$ cat config.mk
export PLATFORM = sky130hd
export DESIGN_NAME = dual_div_timer
export DESIGN_NICKNAME = d
export VERILOG_FILES = /design/src/rtl/tmr_pkg.sv /design/src/rtl/tmr_tick_gen.sv /design/src/rtl/tmr_down.sv /design/src/rtl/dual_div_timer.sv
export SDC_FILE = /design/constraint.sdc
export NUM_CORES = 1
export LEC_CHECK = 0
export ABC_AREA = 0
export BUFFER_PORTS_ARGS = -buffer_cell sky130_fd_sc_hd__buf_2
export CAP_MARGIN = 20
export CORE_MARGIN = 1.5
export CORE_UTILIZATION = 24
export DETAILED_ROUTE_END_ITERATION = 10
export PLACE_DENSITY = 0.38
export RECOVER_POWER = 25
export SYNTH_ARGS = -nofsm -noshare
export SYNTH_HDL_FRONTEND = slang
export SYNTH_SLANG_ARGS = --single-unit
$ cat constraint.sdc
create_clock -name clk -period 5.7 [get_ports clk]
set_input_delay 0.285 -clock clk [delete_from_list [all_inputs] [get_ports clk]]
set_output_delay 0.285 -clock clk [all_outputs]
set_load 0.01 [all_outputs]
$ cat src/rtl/tmr_pkg.sv
`timescale 1ns/10ps
package tmr_pkg;
  localparam int DATA_W = 32;
  localparam int ADDR_W = 6;
  localparam int FDIV_W = 8;

  localparam logic [ADDR_W-1:0] OFS_LOAD   = 6'h00;
  localparam logic [ADDR_W-1:0] OFS_VALUE  = 6'h04;
  localparam logic [ADDR_W-1:0] OFS_CTRL   = 6'h08;
  localparam logic [ADDR_W-1:0] OFS_CLR    = 6'h0C;
  localparam logic [ADDR_W-1:0] OFS_RAW    = 6'h10;
  localparam logic [ADDR_W-1:0] OFS_MSK    = 6'h14;
  localparam logic [ADDR_W-1:0] OFS_RELOAD = 6'h18;
  localparam logic [ADDR_W-1:0] OFS_PREDIV = 6'h1C;
  localparam logic [ADDR_W-1:0] OFS_FREE   = 6'h20;

  // control word bit positions
  localparam int B_ONESHOT  = 0;
  localparam int B_WIDE     = 1;
  localparam int B_SCALE    = 2;
  localparam int B_IE       = 5;
  localparam int B_PERIODIC = 6;
  localparam int B_EN       = 7;
  localparam int B_DBGHALT  = 8;
  localparam int B_FREE_EN  = 9;
  localparam int B_FDIV     = 16;

  localparam logic [DATA_W-1:0] CTRL_MASK = 32'h00FF_03EF;

  function automatic logic [31:0] scale_of(input logic [1:0] sel);
    case (sel)
      2'd0:    return 32'd1;
      2'd1:    return 32'd16;
      default: return 32'd256;
    endcase
  endfunction

  // terminal value of the prescale counter: (pre+1)*scale - 1
  function automatic logic [31:0] tick_limit(input logic [31:0] pre, input logic [1:0] sel);
    return (pre + 32'd1) * scale_of(sel) - 32'd1;
  endfunction

  function automatic logic [31:0] width_mask(input logic wide);
    return wide ? 32'hFFFF_FFFF : 32'h0000_FFFF;
  endfunction
endpackage

$ cat src/rtl/tmr_tick_gen.sv
`timescale 1ns/10ps
module tmr_tick_gen #(
  parameter int W = 8
) (
  input  logic         clk,
  input  logic         rst_n,
  input  logic         run,
  input  logic         restart,
  input  logic [W-1:0] limit,
  output logic         tick
);
  logic [W-1:0] cnt_q;

  assign tick = run && !restart && (cnt_q == limit);

  always_ff @(posedge clk or negedge rst_n) begin
    if (!rst_n)       cnt_q <= '0;
    else if (restart) cnt_q <= '0;
    else if (run)     cnt_q <= tick ? '0 : cnt_q + 1'b1;
  end
endmodule

$ cat src/rtl/tmr_down.sv
`timescale 1ns/10ps
module tmr_down
  import tmr_pkg::*;
(
  input  logic              clk,
  input  logic              rst_n,
  input  logic              tick,
  input  logic              load_wr,
  input  logic [DATA_W-1:0] load_val,
  input  logic [DATA_W-1:0] reload_val,
  input  logic              wide,
  input  logic              oneshot,
  input  logic              periodic,
  output logic [DATA_W-1:0] value,
  output logic              hit_zero
);
  logic [DATA_W-1:0] cur_q;
  logic [DATA_W-1:0] mask;
  logic              at_zero;

  assign mask     = width_mask(wide);
  assign value    = cur_q & mask;
  assign at_zero  = (value == '0);
  assign hit_zero = tick && !load_wr && (value == 32'd1);

  always_ff @(posedge clk or negedge rst_n) begin
    if (!rst_n)         cur_q <= '0;
    else if (load_wr)   cur_q <= load_val;
    else if (tick) begin
      if (!at_zero)     cur_q <= value - 32'd1;
      else if (oneshot) cur_q <= cur_q;
      else if (periodic) cur_q <= reload_val;
      else              cur_q <= mask;
    end
  end
endmodule

$ cat src/rtl/dual_div_timer.sv
`timescale 1ns/10ps
module dual_div_timer
  import tmr_pkg::*;
#(
  parameter int PREDIV_W = 8
) (
  input  logic              clk,
  input  logic              rst_n,
  input  logic              bus_wr,
  input  logic [ADDR_W-1:0] bus_addr,
  input  logic [DATA_W-1:0] bus_wdata,
  output logic [DATA_W-1:0] bus_rdata,
  input  logic              dbg_halt_i,
  output logic              irq_o
);
  localparam int LIM_W = PREDIV_W + 9;

  logic [DATA_W-1:0]   ctrl_q, reload_q, free_q, value;
  logic [PREDIV_W-1:0] prediv_q;
  logic                raw_q;

  // named events for the checker
  logic wr_load, wr_reload, wr_ctrl, wr_clr, wr_prediv;
  logic tmr_en, halt_en, ie_en, oneshot_m, periodic_m, wide_m, free_en;
  logic halted, pre_tick, free_tick, hit_zero;
  logic [LIM_W-1:0]  pre_limit;
  logic [FDIV_W-1:0] free_limit;

  assign wr_load   = bus_wr && (bus_addr == OFS_LOAD);
  assign wr_reload = bus_wr && (bus_addr == OFS_RELOAD);
  assign wr_ctrl   = bus_wr && (bus_addr == OFS_CTRL);
  assign wr_clr    = bus_wr && (bus_addr == OFS_CLR);
  assign wr_prediv = bus_wr && (bus_addr == OFS_PREDIV);

  assign tmr_en     = ctrl_q[B_EN];
  assign halt_en    = ctrl_q[B_DBGHALT];
  assign ie_en      = ctrl_q[B_IE];
  assign oneshot_m  = ctrl_q[B_ONESHOT];
  assign periodic_m = ctrl_q[B_PERIODIC];
  assign wide_m     = ctrl_q[B_WIDE];
  assign free_en    = ctrl_q[B_FREE_EN];
  assign halted     = dbg_halt_i && halt_en;

  assign pre_limit  = LIM_W'(tick_limit(32'(prediv_q), ctrl_q[B_SCALE +: 2]));
  assign free_limit = ctrl_q[B_FDIV +: FDIV_W];

  always_ff @(posedge clk or negedge rst_n) begin
    if (!rst_n) begin
      ctrl_q   <= '0;
      reload_q <= '0;
      prediv_q <= '0;
      raw_q    <= 1'b0;
      free_q   <= '0;
    end else begin
      if (wr_ctrl)               ctrl_q   <= bus_wdata & CTRL_MASK;
      if (wr_load || wr_reload)  reload_q <= bus_wdata;
      if (wr_prediv)             prediv_q <= bus_wdata[PREDIV_W-1:0];
      if (hit_zero)              raw_q    <= 1'b1;
      else if (wr_clr)           raw_q    <= 1'b0;
      if (free_tick)             free_q   <= free_q + 32'd1;
    end
  end

  tmr_tick_gen #(.W(LIM_W)) u_prescale (
    .clk(clk), .rst_n(rst_n),
    .run(tmr_en && !halted), .restart(!tmr_en || wr_load),
    .limit(pre_limit), .tick(pre_tick)
  );

  tmr_tick_gen #(.W(FDIV_W)) u_free_div (
    .clk(clk), .rst_n(rst_n),
    .run(free_en), .restart(!free_en),
    .limit(free_limit), .tick(free_tick)
  );

  tmr_down u_down (
    .clk(clk), .rst_n(rst_n), .tick(pre_tick),
    .load_wr(wr_load), .load_val(bus_wdata), .reload_val(reload_q),
    .wide(wide_m), .oneshot(oneshot_m), .periodic(periodic_m),
    .value(value), .hit_zero(hit_zero)
  );

  assign irq_o = raw_q && ie_en;

  always_comb begin
    case (bus_addr)
      OFS_LOAD, OFS_RELOAD: bus_rdata = reload_q;
      OFS_VALUE:            bus_rdata = value;
      OFS_CTRL:             bus_rdata = ctrl_q;
      OFS_RAW:              bus_rdata = {31'b0, raw_q};
      OFS_MSK:              bus_rdata = {31'b0, irq_o};
      OFS_PREDIV:           bus_rdata = 32'(prediv_q);
      OFS_FREE:             bus_rdata = free_q;
      default:              bus_rdata = '0;
    endcase
  end
endmodule

==> impl_metrics.yaml <==
timing:
  min_period_ns: 5.429
  tns_ns: 0
  maxSlewViolCount: 47
  clock.fmax_mhz: 184.2
  finalCritPeriodShare: 0.9525
  worst_pin_slew_ns: 2.716
  max_slew_margin: -0.8107
  rsz0062_at_grt: "no"
  fin_skew_ns: 0.01141
  finalSetupViolations: 0
  hold_viol_final: 0
  setup_ws_ns: 0.2707
worst_setup_path:
  crit_top_cell: "ha_1"
  cpPeakStageDelay_ns: 0.60
  crit_fanout: 13
  crit_path_start: "prediv_q[2]"
  worstPathRequired_ns: 6.02
  endpoint: "u_down.cur_q[21]"
  worst-setup-path-type: "reg -> reg"
  reg2reg_to: "u_down.cur_q[21]"
  worstPathCellList: "nand3_2, xnor2_1, nand2_1, fa_1, inv_1, ha_1, ha_1, ha_1, ha_1, a21o_1, a2111oi_1, o2111ai_1, nor4_1, buf_4, and3_2, a21oi_4, a221o_2"
  rrSetupSlack_ns: 0.27
  worst_setup_path_end_kind: "flip-flop"
  startpoint_type: "flip-flop"
  arrival_ns: 5.75
  reg2reg_depth: 17
  r2r-start: "prediv_q[2]"
  cp_slowest_cell: "fa_1"
flow_run:
  drv_cap: 1
logic_synthesis:
  yosysUniqueCellTypes: 79
  avgSynthCellArea_um2: 9.257
  synthArstFlopShare: 1.000
  ys_warn_count: 0
  synth_edf_count: 0
  netlist_instances: 1140
  synth_ff_type: "dfrtp_1"
  synth_seq_cells: 147
  syn_nets: 1246
  synth.cell_area_um2: 10550
  synth_seq_area_share: 0.3486
placed_design:
  portBuffers: 74
  place_area_um2: 11780
  globalplace.congestion: 0.8874
  dp_hpwl_um: 27630
  pre_cts_slack_ns: 0.06310
run_status:
  violations: "max-capacitance violations, max-slew violations"
  status: "finished with violations"
finish:
  stdcell_area_um2: 12630
  final_nets: 1331
  area_growth_pct: 19.65
  drive_gt1_frac: 0.2215
  antenna_cells: 0
clock_network:
  htreeDepth: 4
  numCtsBuffers: 17
  path_clk_slew_ns: 0.06
  clock_latency_ns: 0.44
  root_buffer: "clkbuf_16"
  clockBufferDepth: 2
  numClockSinks: 147
  cts_tree: "done"
route:
  routedWlPerCell_um: 20.47
  ant_nets: 0
  num_vias: 9171
  via_per_inst: 5.033
  first_pass_iters: 6
  drc: 0
  drt_wl_total_um: 37290
  drt_iter0_drc: 672
floorplanning:
  die_y_um: 212.7
  io_pins: 75
  rows: 76
  die-area_um2: 45240
  die_w_um: 212.7
  start_util: 0.2439
  core_region_area_um2: 43270
grt:
  grt_pass1_vias: 9164
  grt_pass1_wl_um: 57060
  grt.overflow.total: 0
  antenna_found_initial: 2
  grt_max_degree: 61
  grtUsageTotal: 0.1683
pwr:
  peakVddDrop_v: 0.0001905
  p_leak_nw: 5.696
  p_per_area_nw_per_um2: 317.9
  p_total_mw: 4.014
min_path:
  min_from: "bus_wdata[30]"
  hp-class: "in -> reg"
## metal layers
layer	global-route usage	share of wire
met1	0.2444	0.49
met2	0.2535	0.45
met3	0.02986	0.046
met4	0.04842	0.017
met5	0	0.00046
## state kept, by name, indices dropped and copies added (netlist names)
signal and count:
raw_q 1, u_prescale.cnt_q 17, reload_q 32, prediv_q 8, ctrl_q 17, u_down.cur_q 32, u_free_div.cnt_q 8, free_q 32
## how the worst min path moves through the flow
stage          slack [ns]            to  cells after the start
6_report              0.1  reload_q[30]                      2
3_5_place_dp         0.25    free_q[28]                      1
5_1_grt              0.08  reload_q[24]                      2
2_1_floorplan       -0.01     ctrl_q[0]                      0
3_3_place_gp         0.25    free_q[27]                      1
4_1_cts              0.08  reload_q[30]                      2
## logic make-up (layout without fill, tap and decap cells)
family | count (synthesis) | after routing | share of synthesized area
flip-flops | 147 | 147 | 0.3486
AND/OR/NAND/NOR | 393 | 393 | 0.1883
multiplexers | 72 | 72 | 0.07565
buffers and inverters | 127 | 223 | 0.04873
adder cells (fa/ha/maj) | 64 | 64 | 0.08086
AO/OA/AOI/OAI | 249 | 250 | 0.1788
XOR/XNOR | 88 | 88 | 0.07908
## critical path: cells and delay by family, from the launching register on
| family | cells | cell delay, ns |
|---|---|---|
| AO/OA/AOI/OAI | 5 | 1.50 |
| adder cells (fa/ha/maj) | 5 | 1.82 |
| flip-flops | 1 | 0.44 |
| XOR/XNOR | 1 | 0.33 |
| AND/OR/NAND/NOR | 4 | 0.98 |
| buffers and inverters | 2 | 0.24 |
## stage by stage
step	utilization	std cells	hold slack, ns
final	0.2918	1822	0.09910
after global routing	0.2918	1822	0.08358
after CTS	0.2865	1818	0.07902
after detailed placement	0.2723	1786	0.2474
after global placement	0.2720	1785	0.2543
after floorplan	-	1140	-0.01059
## area by class of cell
class | instances | area [um^2]
Sequential cell | 147 | 3684
Clock buffer | 22 | 474.2
Multi-Input combinational cell | 867 | 6570
Inverter | 70 | 262.8
Fill cell | 4578 | 30640
Clock inverter | 9 | 128.9
Timing Repair Buffer | 122 | 774.5
Tap cell | 585 | 732.0
## power by group
part	internal [mW]	switching, mW
clock	0.719	0.461
combinational	0.659	0.835
sequential	1.16	0.178
## cell usage after synthesis, types with 10 or more instances
cell type	number	area, um^2
a31oi_1	14	87.58
xnor2_1	53	464.2
nand4_1	14	87.58
and2_1	22	137.6
a222oi_1	24	240.2
nand3_1	52	260.3
o21ai_0	35	175.2
mux2_2	62	698.2
nor2_1	71	266.5
mux2i_1	10	100.1
a221o_1	12	120.1
o211ai_1	14	105.1
and3_1	26	162.7
clkbuf_1	41	153.9
o31ai_1	10	75.07
nand2_1	114	427.9
inv_1	69	259.0
ha_1	57	713.2
dfrtp_1	147	3679
a221o_2	12	135.1
a21oi_1	40	200.2
nor3_1	32	160.2
xor2_1	30	262.8
## cell usage in the layout, fill, tap and decap left out, drive strengths merged, types with 8 or more instances in the layout
master / Yosys / routed
o31ai: 10 / 10
buf: 15 / 116
clkbuf: 42 / 27
nor3: 34 / 34
nor2: 71 / 71
a221oi: 9 / 9
ha: 57 / 57
o211ai: 14 / 14
o21ai: 36 / 36
a22o: 9 / 9
a32oi: 9 / 9
or2: 8 / 8
and2: 23 / 23
dfrtp: 147 / 147
a222oi: 24 / 24
a221o: 24 / 24
mux2: 62 / 62
nand3: 52 / 52
and3: 26 / 26
a21oi: 41 / 42
nand2: 114 / 114
mux2i: 10 / 10
a31oi: 14 / 14
or4: 8 / 8
xor2: 31 / 31
xnor2: 53 / 53
nand4: 14 / 14
inv: 69 / 69
## timing repair
item / in CTS / in global routing
gates resized for setup: 0 / 36
hold buffers: 1 / 0
setup buffers: 0 / 1
setup endpoints to repair: 0 / 39
endpoints found under the hold margin: 44 / 0
(Power assumes the default switching activity.)
